**src/rtl/phy_seq_pkg.sv**
```systemverilog
package phy_seq_pkg;

  typedef enum logic [1:0] {
    SQ_IDLE,
    SQ_ACT,
    SQ_WAIT,
    SQ_POLL
  } sq_state_t;

  localparam int WORD_W = 32;
  localparam int STEP_W = 5;

  // Step indices; the order is the behaviour of the block.
  localparam logic [STEP_W-1:0] ST_CLEAR  = 5'd0;
  localparam logic [STEP_W-1:0] ST_EN0    = 5'd1;
  localparam logic [STEP_W-1:0] ST_EN16   = 5'd2;
  localparam logic [STEP_W-1:0] ST_EN1    = 5'd3;
  localparam logic [STEP_W-1:0] ST_EN2    = 5'd4;
  localparam logic [STEP_W-1:0] ST_EN3    = 5'd5;
  localparam logic [STEP_W-1:0] ST_EN19   = 5'd6;
  localparam logic [STEP_W-1:0] ST_EN18   = 5'd7;
  localparam logic [STEP_W-1:0] ST_DRV    = 5'd8;
  localparam logic [STEP_W-1:0] ST_LANE   = 5'd9;
  localparam logic [STEP_W-1:0] ST_EN7    = 5'd10;
  localparam logic [STEP_W-1:0] ST_PLLW   = 5'd11;
  localparam logic [STEP_W-1:0] ST_CLKW   = 5'd12;
  localparam logic [STEP_W-1:0] ST_AUX    = 5'd13;
  localparam logic [STEP_W-1:0] ST_ARM    = 5'd14;
  localparam logic [STEP_W-1:0] ST_CAL    = 5'd15;
  localparam logic [STEP_W-1:0] ST_FINAL  = 5'd16;

  localparam logic [WORD_W-1:0] PLL_BASE   = 32'h39dc5040;
  localparam logic [WORD_W-1:0] CLK_BASE   = 32'h80084343;
  localparam logic [WORD_W-1:0] CTRL_LAST  = 32'h01FF0F7F;
  localparam logic [WORD_W-1:0] PLL_LOCKS  = 32'hC000_0000;

  function automatic int unsigned max2(int unsigned a, int unsigned b);
    return (a > b) ? a : b;
  endfunction

endpackage

```
**src/rtl/phy_seq_timer.sv**
```systemverilog
module phy_seq_timer #(
  parameter int CNT_W = 17
) (
  input  logic             clk,
  input  logic             rst_n,
  input  logic             clr,
  input  logic             tick,
  input  logic [CNT_W-1:0] limit,
  output logic             expire
);

  logic [CNT_W-1:0] cnt_q, cnt_d, cnt_inc;
  logic             cnt_en;

  assign cnt_inc = cnt_q + 1'b1;
  assign cnt_en  = clr | tick;
  assign expire  = !clr && tick && (cnt_inc == limit);

  always_comb begin
    cnt_d = cnt_q;
    if (clr)       cnt_d = '0;
    else if (tick) cnt_d = cnt_inc;
  end

  always_ff @(posedge clk or negedge rst_n) begin
    if (!rst_n)      cnt_q <= '0;
    else if (cnt_en) cnt_q <= cnt_d;
  end

endmodule

```
**src/rtl/phy_seq_cal.sv**
```systemverilog
module phy_seq_cal #(
  parameter int CAL_W    = 6,
  parameter int CAL_BUMP = 2
) (
  input  logic [CAL_W-1:0] raw,
  input  logic             hi_band,
  output logic [CAL_W-1:0] adj
);

  localparam logic [CAL_W:0] CAL_MAX = {1'b0, {CAL_W{1'b1}}};

  generate
    if (CAL_BUMP == 0) begin : g_pass
      assign adj = raw;
    end else begin : g_bump
      logic [CAL_W:0] sum;
      assign sum = {1'b0, raw} + (CAL_W+1)'(CAL_BUMP);
      always_comb begin
        if (!hi_band)           adj = raw;
        else if (sum > CAL_MAX) adj = CAL_MAX[CAL_W-1:0];
        else                    adj = sum[CAL_W-1:0];
      end
    end
  endgenerate

endmodule

```
**src/rtl/phy_seq_fsm.sv**
```systemverilog
module phy_seq_fsm
  import phy_seq_pkg::*;
#(
  parameter int unsigned CNT_W    = 17,
  parameter int unsigned D_EN0    = 5,
  parameter int unsigned D_EN1    = 10,
  parameter int unsigned D_EN2    = 5,
  parameter int unsigned D_EN3    = 40,
  parameter int unsigned D_EN19   = 100,
  parameter int unsigned POLL_US  = 2000,
  parameter int unsigned PLL_US   = 10000,
  parameter int unsigned CAL_US   = 100000
) (
  input  logic              clk,
  input  logic              rst_n,
  input  logic              start,
  input  logic              expire,
  input  logic              ready,
  output logic              act,
  output logic [STEP_W-1:0] step,
  output logic              tmr_clr,
  output logic [CNT_W-1:0]  limit,
  output logic              poll_to,
  output logic              in_wait
);

  sq_state_t         state_q, state_d;
  logic [STEP_W-1:0] step_q, step_d;
  logic [CNT_W-1:0]  cur_dly;

  always_comb begin
    case (step_q)
      ST_EN0:  cur_dly = CNT_W'(D_EN0);
      ST_EN1:  cur_dly = CNT_W'(D_EN1);
      ST_EN2:  cur_dly = CNT_W'(D_EN2);
      ST_EN3:  cur_dly = CNT_W'(D_EN3);
      ST_EN19: cur_dly = CNT_W'(D_EN19);
      ST_CLKW: cur_dly = CNT_W'(PLL_US);
      ST_ARM:  cur_dly = CNT_W'(CAL_US);
      default: cur_dly = '0;
    endcase
  end

  always_comb begin
    state_d = state_q;
    step_d  = step_q;
    poll_to = 1'b0;
    case (state_q)
      SQ_IDLE: if (start) begin
        state_d = SQ_ACT;
        step_d  = ST_CLEAR;
      end
      SQ_ACT: begin
        if (step_q == ST_FINAL)     state_d = SQ_IDLE;
        else if (cur_dly != '0)     state_d = SQ_WAIT;
        else if (step_q == ST_DRV)  state_d = SQ_POLL;
        else                        step_d  = step_q + 1'b1;
      end
      SQ_WAIT: if (expire) begin
        state_d = SQ_ACT;
        step_d  = step_q + 1'b1;
      end
      SQ_POLL: begin
        if (ready) begin
          state_d = SQ_ACT;
          step_d  = step_q + 1'b1;
        end else if (expire) begin
          state_d = SQ_ACT;
          step_d  = step_q + 1'b1;
          poll_to = 1'b1;
        end
      end
      default: state_d = SQ_IDLE;
    endcase
  end

  always_ff @(posedge clk or negedge rst_n) begin
    if (!rst_n) begin
      state_q <= SQ_IDLE;
      step_q  <= '0;
    end else begin
      state_q <= state_d;
      step_q  <= step_d;
    end
  end

  assign act     = (state_q == SQ_ACT);
  assign step    = step_q;
  assign tmr_clr = (state_q == SQ_ACT) || (state_q == SQ_IDLE);
  assign limit   = (state_q == SQ_POLL) ? CNT_W'(POLL_US) : cur_dly;
  assign in_wait = (state_q == SQ_WAIT);

endmodule

```
**src/rtl/phy_pwrup_seq.sv**
```systemverilog
module phy_pwrup_seq
  import phy_seq_pkg::*;
#(
  parameter int unsigned D_EN0    = 5,
  parameter int unsigned D_EN1    = 10,
  parameter int unsigned D_EN2    = 5,
  parameter int unsigned D_EN3    = 40,
  parameter int unsigned D_EN19   = 100,
  parameter int unsigned POLL_US  = 2000,
  parameter int unsigned PLL_US   = 10000,
  parameter int unsigned CAL_US   = 100000,
  parameter int          STAT_W   = 20,
  parameter int          RDY_BIT  = 7,
  parameter int          CAL_LSB  = 11,
  parameter int          CAL_W    = 6,
  parameter int          CAL_BUMP = 2
) (
  input  logic              clk,
  input  logic              rst_n,
  input  logic              start,
  input  logic              us_tick,
  input  logic              high_band,
  input  logic [STAT_W-1:0] status,
  output logic [31:0]       ctrl_word,
  output logic [31:0]       pll_word,
  output logic [31:0]       clk_word,
  output logic              aux_en,
  output logic              done,
  output logic              timeout
);

  localparam int unsigned MAX_US =
    max2(max2(max2(D_EN0, D_EN1), max2(D_EN2, D_EN3)),
         max2(max2(D_EN19, POLL_US), max2(PLL_US, CAL_US)));
  localparam int CNT_W = $clog2(MAX_US + 1);

  logic              act, tmr_clr, expire, poll_to, in_wait;
  logic [STEP_W-1:0] step;
  logic [CNT_W-1:0]  limit;
  logic [CAL_W-1:0]  cal_adj;

  logic [WORD_W-1:0] ctrl_q, ctrl_d, pll_q, pll_d, clk_q, clk_d;
  logic              aux_q, aux_d, done_q, done_d, to_q, to_d;

  phy_seq_fsm #(
    .CNT_W(CNT_W), .D_EN0(D_EN0), .D_EN1(D_EN1), .D_EN2(D_EN2),
    .D_EN3(D_EN3), .D_EN19(D_EN19), .POLL_US(POLL_US),
    .PLL_US(PLL_US), .CAL_US(CAL_US)
  ) u_fsm (
    .clk(clk), .rst_n(rst_n), .start(start), .expire(expire),
    .ready(status[RDY_BIT]), .act(act), .step(step), .tmr_clr(tmr_clr),
    .limit(limit), .poll_to(poll_to), .in_wait(in_wait)
  );

  phy_seq_timer #(.CNT_W(CNT_W)) u_tmr (
    .clk(clk), .rst_n(rst_n), .clr(tmr_clr), .tick(us_tick),
    .limit(limit), .expire(expire)
  );

  phy_seq_cal #(.CAL_W(CAL_W), .CAL_BUMP(CAL_BUMP)) u_cal (
    .raw(status[CAL_LSB +: CAL_W]), .hi_band(high_band), .adj(cal_adj)
  );

  always_comb begin
    ctrl_d = ctrl_q;
    pll_d  = pll_q;
    clk_d  = clk_q;
    aux_d  = aux_q;
    to_d   = to_q;
    done_d = act && (step == ST_FINAL);
    if (act) begin
      case (step)
        ST_CLEAR: begin
          ctrl_d = '0; pll_d = '0; clk_d = '0; aux_d = 1'b0; to_d = 1'b0;
        end
        ST_EN0:   ctrl_d = ctrl_q | 32'h0000_0001;
        ST_EN16:  ctrl_d = ctrl_q | 32'h0001_0000;
        ST_EN1:   ctrl_d = ctrl_q | 32'h0000_0002;
        ST_EN2:   ctrl_d = ctrl_q | 32'h0000_0004;
        ST_EN3:   ctrl_d = ctrl_q | 32'h0000_0008;
        ST_EN19:  ctrl_d = ctrl_q | 32'h0008_0000;
        ST_EN18:  ctrl_d = ctrl_q | 32'h0004_0000;
        ST_DRV:   ctrl_d = ctrl_q | 32'h0000_0070;
        ST_LANE:  ctrl_d = ctrl_q | 32'h0000_0F00;
        ST_EN7:   ctrl_d = ctrl_q | 32'h0000_0080;
        ST_PLLW:  pll_d  = PLL_BASE;
        ST_CLKW:  clk_d  = CLK_BASE;
        ST_AUX:   aux_d  = 1'b1;
        ST_ARM:   pll_d  = pll_q | 32'h0200_0000;
        ST_CAL:   pll_d  = pll_q | PLL_LOCKS | WORD_W'(cal_adj);
        ST_FINAL: ctrl_d = CTRL_LAST;
        default:  ;
      endcase
    end
    if (poll_to) to_d = 1'b1;
  end

  always_ff @(posedge clk or negedge rst_n) begin
    if (!rst_n) begin
      ctrl_q <= '0;
      pll_q  <= '0;
      clk_q  <= '0;
      aux_q  <= 1'b0;
    end else if (act) begin
      ctrl_q <= ctrl_d;
      pll_q  <= pll_d;
      clk_q  <= clk_d;
      aux_q  <= aux_d;
    end
  end

  always_ff @(posedge clk or negedge rst_n) begin
    if (!rst_n) begin
      done_q <= 1'b0;
      to_q   <= 1'b0;
    end else begin
      done_q <= done_d;
      to_q   <= to_d;
    end
  end

  assign ctrl_word = ctrl_q;
  assign pll_word  = pll_q;
  assign clk_word  = clk_q;
  assign aux_en    = aux_q;
  assign done      = done_q;
  assign timeout   = to_q;

endmodule

```
**config.mk**
```make
export PLATFORM = sky130hd
export DESIGN_NAME = phy_pwrup_seq
export DESIGN_NICKNAME = d
export VERILOG_FILES = /design/src/rtl/phy_seq_pkg.sv /design/src/rtl/phy_seq_timer.sv /design/src/rtl/phy_seq_cal.sv /design/src/rtl/phy_seq_fsm.sv /design/src/rtl/phy_pwrup_seq.sv
export SDC_FILE = /design/constraint.sdc
export NUM_CORES = 1
export LEC_CHECK = 0
export ABC_AREA = 1
export ABC_CLOCK_PERIOD_IN_PS = 2900
export BUFFER_PORTS_ARGS = -buffer_cell sky130_fd_sc_hd__buf_2
export CORE_ASPECT_RATIO = 1.1
export CORE_MARGIN = 2
export CORE_UTILIZATION = 53
export DETAILED_ROUTE_END_ITERATION = 6
export PLACE_DENSITY = 0.91
export SLEW_MARGIN = 20
export SYNTH_ARGS = -nofsm -noshare
export SYNTH_HDL_FRONTEND = slang
export SYNTH_SLANG_ARGS = --single-unit
export TNS_END_PERCENT = 10
```
**constraint.sdc**
```tcl
create_clock -name clk -period 2.9 [get_ports clk]
set_input_delay 0.725 -clock clk [delete_from_list [all_inputs] [get_ports clk]]
set_output_delay 0.725 -clock clk [all_outputs]
set_load 0.1 [all_outputs]
```
==> report_table.html, run 1 <==
<table>
<tr><th>Metric</th><th>Value</th></tr>
<tr><th colspan="2">CTS</th></tr>
<tr><td>Number of instances resized during post-cts repair</td><td>0</td></tr>
<tr><td>Clock Root Buffer</td><td>sky130_fd_sc_hd__clkbuf_8</td></tr>
<tr><td>Count of H-tree levels built during CTS</td><td>2</td></tr>
<tr><td>Setup Buffers After CTS</td><td>0</td></tr>
<tr><td>Total clock buffers created by CTS</td><td>5</td></tr>
<tr><td>Insertion delay to the later sink of the worst-skew pair</td><td>0.31 ns</td></tr>
<tr><td>CTS clock-pin slew for the worst setup and hold paths</td><td>0.09 ns</td></tr>
<tr><td>Clock tree from TritonCTS</td><td>built</td></tr>
<tr><td>Maximum root-to-sink buffer count</td><td>2</td></tr>
<tr><td>Sink count of the clock tree</td><td>48</td></tr>
<tr><td>Total of hold buffers inserted after clock tree synthesis</td><td>0</td></tr>
<tr><th colspan="2">Detailed routing</th></tr>
<tr><td>Pre-antenna DRT Iters</td><td>7</td></tr>
<tr><td>Routed wirelength normalized by instance count</td><td>12.6 um</td></tr>
<tr><td>Number of DRC violations after detailed routing</td><td>0</td></tr>
<tr><td>Count of antenna-violating nets left after detailed routing</td><td>0</td></tr>
<tr><td>First-iteration detailed-routing DRC count</td><td>381</td></tr>
<tr><td>Avg Vias per Cell</td><td>5.34</td></tr>
<tr><td>Overall routed net length</td><td>9210 um</td></tr>
<tr><td>Number of vias in the routed layout</td><td>3894</td></tr>
<tr><th colspan="2">Pwr</th></tr>
<tr><td>Power density relative to cell area</td><td>1060 mW/mm2</td></tr>
<tr><td>Peak supply drop</td><td>0.375 mV</td></tr>
<tr><td>Leakage dissipation</td><td>2.33 nW</td></tr>
<tr><td>Overall Power</td><td>4.45 mW</td></tr>
<tr><th colspan="2">Layout</th></tr>
<tr><td>Layout fillers</td><td>672</td></tr>
<tr><td>Area taken by flip-flops and latches</td><td>0.00120 mm2</td></tr>
<tr><td>Share of final-layout standard cells stronger than drive strength 1</td><td>17.6%</td></tr>
<tr><td>Ant. Diodes</td><td>0</td></tr>
<tr><td>NumNets Final</td><td>656</td></tr>
<tr><td>Area of the multi-input gates</td><td>0.00213 mm2</td></tr>
<tr><td>Area growth, synth to finish</td><td>3.44%</td></tr>
<tr><th colspan="2">Synthesis</th></tr>
<tr><td>Count of different cell masters after synthesis</td><td>45</td></tr>
<tr><td>Total of flip-flops plus latches after synthesis</td><td>48</td></tr>
<tr><td>Number of instances in the synthesized netlist</td><td>588</td></tr>
<tr><td>Mean cell area of the mapped netlist</td><td>6.93 um2</td></tr>
<tr><td>Post-synthesis sequential area ratio</td><td>29.5%</td></tr>
<tr><td>Number of warning messages in the yosys log</td><td>0</td></tr>
<tr><td>Post-synthesis instance area</td><td>0.00407 mm2</td></tr>
<tr><th colspan="2">Place</th></tr>
<tr><td>Final GP Congestion</td><td>0.935</td></tr>
<tr><td>Port bufs</td><td>64</td></tr>
<tr><td>HPWL after DPL</td><td>7140 um</td></tr>
<tr><th colspan="2">Die</th></tr>
<tr><td>DIE AREA</td><td>0.00840 mm2</td></tr>
<tr><td>Floorplan row count</td><td>33</td></tr>
<tr><td>Initial core utilization</td><td>54.5%</td></tr>
<tr><td>Vertical die dimension</td><td>96.0 um</td></tr>
<tr><td>Standard cell core area</td><td>0.00747 mm2</td></tr>
<tr><td>IO Pins</td><td>124</td></tr>
<tr><td>Chip width</td><td>87.6 um</td></tr>
<tr><th colspan="2">STA</th></tr>
<tr><td>Final period demand of the worst path</td><td>2.60 ns</td></tr>
<tr><td>Setup repair after global routing missed its margin</td><td>false</td></tr>
<tr><td>Maximum clock rate</td><td>385 MHz</td></tr>
<tr><td>Number of failing setup endpoints in the final timing report</td><td>0</td></tr>
<tr><td>Final hold violations</td><td>0</td></tr>
<tr><td>Transition time at the pin with the least slew margin</td><td>0.656 ns</td></tr>
<tr><td>Max_slew headroom</td><td>55.1%</td></tr>
<tr><td>Period Utilization, post-route</td><td>89.6%</td></tr>
<tr><td>Setup tns final</td><td>0 ns</td></tr>
<tr><td>Number of slew-limit violations in the final report</td><td>0</td></tr>
<tr><td>Layout Skew</td><td>0.00314 ns</td></tr>
<tr><th colspan="2">Critical path</th></tr>
<tr><td>Arrival time of the worst setup path</td><td>2.80 ns</td></tr>
<tr><td>Category of the worst setup path capture point</td><td>register</td></tr>
<tr><td>Cell depth of the worst flop-to-flop path</td><td>17</td></tr>
<tr><td>Critical path launch point type</td><td>register</td></tr>
<tr><td>Type of the worst setup path</td><td>reg -&gt; reg</td></tr>
<tr><td>Maximum fanout count along the critical path</td><td>6</td></tr>
<tr><td>Required time of the critical path</td><td>3.10 ns</td></tr>
<tr><th colspan="2">Global route</th></tr>
<tr><td>Global-route wire length before repair</td><td>14900 um</td></tr>
<tr><td>Largest net degree at the start of global routing</td><td>49</td></tr>
<tr><td>Vias in the first global route</td><td>3442</td></tr>
<tr><td>Congestion Overflow GR</td><td>0</td></tr>
<tr><td>Antenna violations before repair</td><td>0</td></tr>
<tr><td>GRT Util Overall</td><td>21.8%</td></tr>
<tr><th colspan="2">Status</th></tr>
<tr><td>Run status</td><td>finished, final reports clean</td></tr>
<tr><th colspan="2">Hold path</th></tr>
<tr><td>Hold crit path type</td><td>in -&gt; async</td></tr>
<tr><th colspan="2">Job</th></tr>
<tr><td>Number of maximum-capacitance violations</td><td>0</td></tr>
</table>
-- per-stage QoR --
step	hold slack (ns)	std cells	cell area, um2	setup slack [ns]	util [%]
after floorplan	0.429	633	4240	0.672	-
after CTS	0.391	729	4210	0.382	56.4
final	0.380	729	4210	0.301	56.4
after global routing	0.392	729	4210	0.0403	56.4
after detailed placement	0.478	721	4120	0.402	55.1
after global placement	0.472	721	4120	0.468	55.1
-- where the power goes --
group	leakage (nW)	total, mW	switching (mW)	internal (mW)
sequential	0.639	0.975	0.151	0.824
clock	0.0404	0.416	0.245	0.171
combinational	1.65	3.06	2.44	0.617
total	2.33	4.45	2.84	1.61
-- cell usage after synthesis (all sizes together) --
library cell	n	area, um2
or2	1	6.26
o2111ai	2	17.5
inv	78	293
nand3	36	198
a21oi	12	60.1
conb	1	3.75
a211oi	1	12.5
a32o	1	10.0
a21boi	1	7.51
o21ai	26	134
o311ai	1	8.76
nor2	71	353
nor4	1	6.26
o22ai	15	93.8
dfrtp	48	1200
xor2	3	26.3
nand4	13	96.3
clkbuf	5	20.0
o31ai	3	27.5
xnor2	3	26.3
a31oi	9	56.3
o221ai	1	8.76
a2111oi	2	17.5
o211ai	2	15.0
ha	8	100
buf	80	596
o21bai	1	7.51
nor3	6	30.0
nand3b	2	15.0
mux2	1	11.3
nand2	154	616
-- worst max-delay path, cell delays in order (launching register included) --
cell and delay [ns]:
sky130_fd_sc_hd__dfrtp_1 0.44, sky130_fd_sc_hd__inv_1 0.11, sky130_fd_sc_hd__ha_1 0.15, sky130_fd_sc_hd__inv_1 0.04
sky130_fd_sc_hd__nor2_1 0.34, sky130_fd_sc_hd__nand2_2 0.13, sky130_fd_sc_hd__nand2_1 0.18, sky130_fd_sc_hd__nand3_1 0.10
sky130_fd_sc_hd__nand2_1 0.10, sky130_fd_sc_hd__nand2_1 0.06, sky130_fd_sc_hd__nor2_2 0.15, sky130_fd_sc_hd__nand4_4 0.16
sky130_fd_sc_hd__nor2_4 0.21, sky130_fd_sc_hd__nand2_1 0.08, sky130_fd_sc_hd__nand3_1 0.08, sky130_fd_sc_hd__nand2_1 0.05
sky130_fd_sc_hd__nand2_1 0.05, sky130_fd_sc_hd__nand2_1 0.06
-- cell type report --
cell class / count / share of cell area [%]
Inverter: 78 / 6.95
Tap cell: 105 / 3.12
Sequential cell: 48 / 28.5
Clock buffer: 5 / 1.63
Timing Repair Buffer: 68 / 8.61
Multi-Input combinational cell: 422 / 50.6
Clock inverter: 3 / 0.564
-- metal layers --
metal  wire [um]  up-vias  GRT usage (%)
met1        3680     1780           25.8
met5           0        -              0
met2        4460      219           38.1
li1            -     1855              -
met4         329        0           11.3
met3         739       40           3.34
-- layout by cell type (no fill, tap or decap), types with 2 or more instances in the layout --
master,netlist,routed
sky130_fd_sc_hd__nor2_1,58,58
sky130_fd_sc_hd__a2111oi_0,2,2
sky130_fd_sc_hd__nor3_1,6,6
sky130_fd_sc_hd__buf_4,78,3
sky130_fd_sc_hd__conb_1,1,46
sky130_fd_sc_hd__o31ai_1,2,2
sky130_fd_sc_hd__nor2_2,4,4
sky130_fd_sc_hd__xnor2_1,3,3
sky130_fd_sc_hd__xor2_1,3,3
sky130_fd_sc_hd__o21ai_1,2,2
sky130_fd_sc_hd__ha_1,8,8
sky130_fd_sc_hd__nand3_1,34,34
sky130_fd_sc_hd__nand3b_1,2,2
sky130_fd_sc_hd__nand2_2,6,6
sky130_fd_sc_hd__o22ai_1,15,15
sky130_fd_sc_hd__o211ai_1,2,2
sky130_fd_sc_hd__dfrtp_1,48,48
sky130_fd_sc_hd__inv_1,74,74
sky130_fd_sc_hd__a21oi_1,12,12
sky130_fd_sc_hd__nand4_1,12,12
sky130_fd_sc_hd__nand2_4,3,3
sky130_fd_sc_hd__nor2_4,8,8
sky130_fd_sc_hd__o21ai_0,23,23
sky130_fd_sc_hd__clkbuf_8,0,5
sky130_fd_sc_hd__a31oi_1,9,9
sky130_fd_sc_hd__buf_2,2,64
sky130_fd_sc_hd__inv_2,4,4
sky130_fd_sc_hd__nand2_1,145,145
sky130_fd_sc_hd__clkinvlp_4,0,2
sky130_fd_sc_hd__o2111ai_1,2,2
-- logic make-up after synthesis --
logic type / Yosys count / synth area share [%]
other: 1 / 0.0920
buffers and inverters: 163 / 22.3
and+or+nand+nor: 284 / 32.4
xor gates and xnor gates: 6 / 1.29
AOI/OAI and AO/OA: 77 / 11.7
DFF: 48 / 29.5
muxes: 1 / 0.276
adders and majority gates: 8 / 2.46
-- state kept, by name (all words and copies together), names as in the netlist --
| register | cells |
|---|---|
| u_fsm.state_q | 2 |
| u_tmr.cnt_q | 17 |
| ctrl_word | 11 |
| u_fsm.step | 5 |
| aux_en | 1 |
| timeout | 1 |
| pll_word | 9 |
| clk_word | 1 |
| done | 1 |
-- worst paths after layout --
kind / from / slack, ns / endpoint
min in group clk: pll_word[0] / 0.50 / pll_word[0]
hold / removal: rst_n / 0.38 / u_tmr.cnt_q[9]
max in group asynchronous: rst_n / 2.29 / pll_word[3]
hold reg to reg: pll_word[0] / 0.50 / pll_word[0]
setup / recovery: u_fsm.step[1] / 0.30 / u_fsm.step[4]
setup reg to reg: u_fsm.step[1] / 0.30 / u_fsm.step[4]
No activity file was read; power rests on OpenSTA's default activity.
==> inputs of run 2 (changes only) <==
--- a/config.mk
+++ b/config.mk
@@ -8,5 +8,5 @@
 export ABC_AREA = 1
 export ABC_CLOCK_PERIOD_IN_PS = 2900
-export BUFFER_PORTS_ARGS = -buffer_cell sky130_fd_sc_hd__buf_2
+export BUFFER_PORTS_ARGS = -buffer_cell sky130_fd_sc_hd__buf_4
 export CORE_ASPECT_RATIO = 1.1
 export CORE_MARGIN = 2
==> constraint.sdc (replaced) <==
create_clock -name clk -period 2.9 [get_ports clk]
set_input_delay 0 -clock clk [delete_from_list [all_inputs] [get_ports clk]]
set_output_delay 0 -clock clk [all_outputs]
set_load 0.1 [all_outputs]
==> run 2 against run 1 <==
Compared with the run above: utilization increased by 2.7 points; non-clock buffer count grew 3; fmax decreased by 2.4%; worst hold slack got worse by 0.32 ns; cell area grew 4.8%; cell count is 0.41% higher; sequential share of layout area is 1.3 points lower; sequential cell count is the same; critical path depth did not move; clock-buffer cell count is the same; critical endpoint unchanged; largest power group unchanged.
==> report_table.html, run 2 (same netlist as run 1, synthesis figures left out) <==
<table>
<tr><th>Metric</th><th>Value</th></tr>
<tr><th colspan="2">STA</th></tr>
<tr><td>Final period demand of the worst path</td><td>2.66 ns (+0.0630 ns)</td></tr>
<tr><td>Max_slew headroom</td><td>51.9% (-3.2 points)</td></tr>
<tr><td>Setup repair after global routing missed its margin</td><td>false</td></tr>
<tr><td>Number of failing setup endpoints in the final timing report</td><td>0 (unchanged)</td></tr>
<tr><td>Transition time at the pin with the least slew margin</td><td>0.703 ns (+0.0467 ns)</td></tr>
<tr><td>Maximum clock rate</td><td>376 MHz (-2.4%)</td></tr>
<tr><td>Layout Skew</td><td>0.00751 ns (+0.00436 ns)</td></tr>
<tr><td>Period Utilization, post-route</td><td>91.8% (+2.2 points)</td></tr>
<tr><td>Final setup slack of the worst path</td><td>0.238 ns (-0.0630 ns)</td></tr>
<tr><td>Setup tns final</td><td>0 ns (unchanged)</td></tr>
<tr><td>Final hold violations</td><td>0 (unchanged)</td></tr>
<tr><td>Number of slew-limit violations in the final report</td><td>0 (unchanged)</td></tr>
<tr><th colspan="2">Status</th></tr>
<tr><td>Run status</td><td>finished, final reports clean</td></tr>
<tr><th colspan="2">Layout</th></tr>
<tr><td>NumNets Final</td><td>659 (+0.46%)</td></tr>
<tr><td>Area taken by flip-flops and latches</td><td>0.00120 mm2 (unchanged)</td></tr>
<tr><td>Largest register by flop count</td><td>u_tmr.cnt_q</td></tr>
<tr><td>Layout fillers</td><td>677 (+0.74%)</td></tr>
<tr><td>Max reg flops</td><td>17 (unchanged)</td></tr>
<tr><td>Share of final-layout standard cells stronger than drive strength 1</td><td>17.5% (-0.084 points)</td></tr>
<tr><td>Area growth, synth to finish</td><td>8.38%</td></tr>
<tr><td>Area of the multi-input gates</td><td>0.00213 mm2 (unchanged)</td></tr>
<tr><td>Non-filler cells, final</td><td>732 (+0.41%)</td></tr>
<tr><td>Most common cell after layout, fill and taps aside</td><td>sky130_fd_sc_hd__nand2_1</td></tr>
<tr><td>Most frequent cells in the layout</td><td>145 x sky130_fd_sc_hd__nand2_1, 74 x sky130_fd_sc_hd__inv_1, 68 x sky130_fd_sc_hd__buf_4</td></tr>
<tr><td>Ant. Diodes</td><td>0 (unchanged)</td></tr>
<tr><th colspan="2">Pwr</th></tr>
<tr><td>Peak supply drop</td><td>0.461 mV (+23%)</td></tr>
<tr><td>Power density relative to cell area</td><td>1060 mW/mm2 (+0.27%)</td></tr>
<tr><td>Leakage dissipation</td><td>2.37 nW (+1.7%)</td></tr>
<tr><th colspan="2">Detailed routing</th></tr>
<tr><td>Pre-antenna DRT Iters</td><td>5 (-2)</td></tr>
<tr><td>Avg Vias per Cell</td><td>5.31 (-0.61%)</td></tr>
<tr><td>Overall routed net length</td><td>9700 um (+5.3%)</td></tr>
<tr><td>First-iteration detailed-routing DRC count</td><td>376 (-1.3%)</td></tr>
<tr><td>Count of antenna-violating nets left after detailed routing</td><td>0 (unchanged)</td></tr>
<tr><td>Number of DRC violations after detailed routing</td><td>0 (unchanged)</td></tr>
<tr><td>Routed wirelength normalized by instance count</td><td>13.2 um (+4.9%)</td></tr>
<tr><td>Number of vias in the routed layout</td><td>3886 (-0.21%)</td></tr>
<tr><th colspan="2">CTS</th></tr>
<tr><td>Sink count of the clock tree</td><td>48 (unchanged)</td></tr>
<tr><td>Insertion delay to the later sink of the worst-skew pair</td><td>0.31 ns (about the same)</td></tr>
<tr><td>Clock Root Buffer</td><td>sky130_fd_sc_hd__clkbuf_8</td></tr>
<tr><td>Total of hold buffers inserted after clock tree synthesis</td><td>3 (+3)</td></tr>
<tr><td>Count of H-tree levels built during CTS</td><td>2 (unchanged)</td></tr>
<tr><td>Number of instances resized during post-cts repair</td><td>0 (unchanged)</td></tr>
<tr><td>CTS clock-pin slew for the worst setup and hold paths</td><td>0.10 ns (about the same)</td></tr>
<tr><td>Clock tree from TritonCTS</td><td>built</td></tr>
<tr><td>Setup Buffers After CTS</td><td>0 (unchanged)</td></tr>
<tr><td>Maximum root-to-sink buffer count</td><td>2 (unchanged)</td></tr>
<tr><td>Total clock buffers created by CTS</td><td>5 (unchanged)</td></tr>
<tr><th colspan="2">Global route</th></tr>
<tr><td>Largest net degree at the start of global routing</td><td>49 (unchanged)</td></tr>
<tr><td>GRT Util Overall</td><td>23.3% (+1.5 points)</td></tr>
<tr><td>Peak-usage layer in the global routing report</td><td>met2</td></tr>
<tr><td>Grt met3 use</td><td>3.00% (-0.34 points)</td></tr>
<tr><td>Met2 track demand over resource</td><td>41.9% (+3.7 points)</td></tr>
<tr><td>Global-route wire length before repair</td><td>15700 um (+5.5%)</td></tr>
<tr><td>Congestion Overflow GR</td><td>0 (unchanged)</td></tr>
<tr><td>Vias in the first global route</td><td>3553 (+3.2%)</td></tr>
<tr><td>Fraction of met1 tracks used by global routing</td><td>27.5% (+1.7 points)</td></tr>
<tr><td>Antenna violations before repair</td><td>0 (unchanged)</td></tr>
<tr><th colspan="2">Die</th></tr>
<tr><td>Chip width</td><td>87.6 um (unchanged)</td></tr>
<tr><td>DIE AREA</td><td>0.00840 mm2 (unchanged)</td></tr>
<tr><td>Standard cell core area</td><td>0.00747 mm2 (unchanged)</td></tr>
<tr><td>IO Pins</td><td>124 (unchanged)</td></tr>
<tr><td>Vertical die dimension</td><td>96.0 um (unchanged)</td></tr>
<tr><td>Initial core utilization</td><td>54.5% (unchanged)</td></tr>
<tr><td>Floorplan row count</td><td>33 (unchanged)</td></tr>
<tr><th colspan="2">Critical path</th></tr>
<tr><td>Arrival time of the worst setup path</td><td>2.87 ns (+0.07 ns)</td></tr>
<tr><td>Maximum fanout count along the critical path</td><td>6 (unchanged)</td></tr>
<tr><td>Setup slack, reg-to-reg</td><td>0.24 ns (-0.06 ns)</td></tr>
<tr><td>Required time of the critical path</td><td>3.11 ns (about the same)</td></tr>
<tr><td>Critical path launch point type</td><td>register</td></tr>
<tr><td>Type of the worst setup path</td><td>reg -&gt; reg</td></tr>
<tr><td>Category of the worst setup path capture point</td><td>register</td></tr>
<tr><th colspan="2">Job</th></tr>
<tr><td>Number of maximum-capacitance violations</td><td>0 (unchanged)</td></tr>
<tr><th colspan="2">Place</th></tr>
<tr><td>Placed Cells incl. Taps</td><td>721 (unchanged)</td></tr>
<tr><td>HPWL after DPL</td><td>7360 um (+3.1%)</td></tr>
<tr><td>Final GP Congestion</td><td>0.943 (+0.88%)</td></tr>
<tr><td>Port bufs</td><td>64 (unchanged)</td></tr>
<tr><td>Worst setup timing slack at the placement stage</td><td>0.364 ns (-0.0378 ns)</td></tr>
<tr><th colspan="2">Hold path</th></tr>
<tr><td>Hold crit path type</td><td>in -&gt; reg</td></tr>
</table>
run 2: layout make-up:
cell class                      instances  share of cell area (%)
Clock buffer                            5                    1.56
Clock inverter                          3                    1.08
Inverter                               78                    6.63
Multi-Input combinational cell        422                    48.3
Sequential cell                        48                    27.2
Tap cell                              105                    2.98
Timing Repair Buffer                   71                    12.2
run 2: per-stage QoR:
stage          power, mW  area, um2  hold slack [ns]  utilization [%]
2_1_floorplan       3.58       4240           -0.296                -
3_3_place_gp        4.04       4270           0.0539             57.1
3_5_place_dp        4.11       4270           0.0548             57.1
4_1_cts             4.64       4420           0.0550             59.1
5_1_grt             4.95       4420           0.0669             59.1
6_report            4.68       4420           0.0558             59.1
run 2: final timing paths:
kind,startpoint,to,depth (start not counted)
min in group asynchronous,rst_n,u_tmr.cnt_q[12],2
max reg2reg,u_fsm.step[1],u_fsm.step[4],17
min,status[14],pll_word[3],3
max,u_fsm.step[1],u_fsm.step[4],17
min reg2reg,ctrl_word[18],ctrl_word[18],2
max in group asynchronous,rst_n,pll_word[3],2
run 2: layer usage:
metal | routed length (um) | share of wire, % | vias up
li1 | - | - | 1851
met1 | 3840 | 40 | 1795
met2 | 4940 | 51 | 213
met3 | 704 | 7.3 | 27
met4 | 211 | 2.2 | 0
met5 | 0 | 0 | -
run 2: power by group:
group | internal (mW) | leakage [nW] | switching, mW | total (mW)
Clock | 0.260 | 0.0583 | 0.252 | 0.512
Combinational | 0.708 | 1.67 | 2.49 | 3.19
Sequential | 0.824 | 0.639 | 0.146 | 0.970
run 2: critical path, stage by stage (launching register included):
cell and delay [ns]:
sky130_fd_sc_hd__dfrtp_1 0.44, sky130_fd_sc_hd__inv_1 0.11, sky130_fd_sc_hd__ha_1 0.14, sky130_fd_sc_hd__inv_1 0.04, sky130_fd_sc_hd__nor2_1 0.34, sky130_fd_sc_hd__nand2_2 0.18, sky130_fd_sc_hd__nand3_1 0.18, sky130_fd_sc_hd__nand2_1 0.10
sky130_fd_sc_hd__nand2_1 0.08, sky130_fd_sc_hd__nand3_1 0.07, sky130_fd_sc_hd__nor2_1 0.15, sky130_fd_sc_hd__nand3_2 0.19, sky130_fd_sc_hd__nor2_4 0.21, sky130_fd_sc_hd__nand2_1 0.08, sky130_fd_sc_hd__nand3_1 0.08, sky130_fd_sc_hd__nand2_1 0.05
sky130_fd_sc_hd__nand2_1 0.05, sky130_fd_sc_hd__nand2_1 0.04
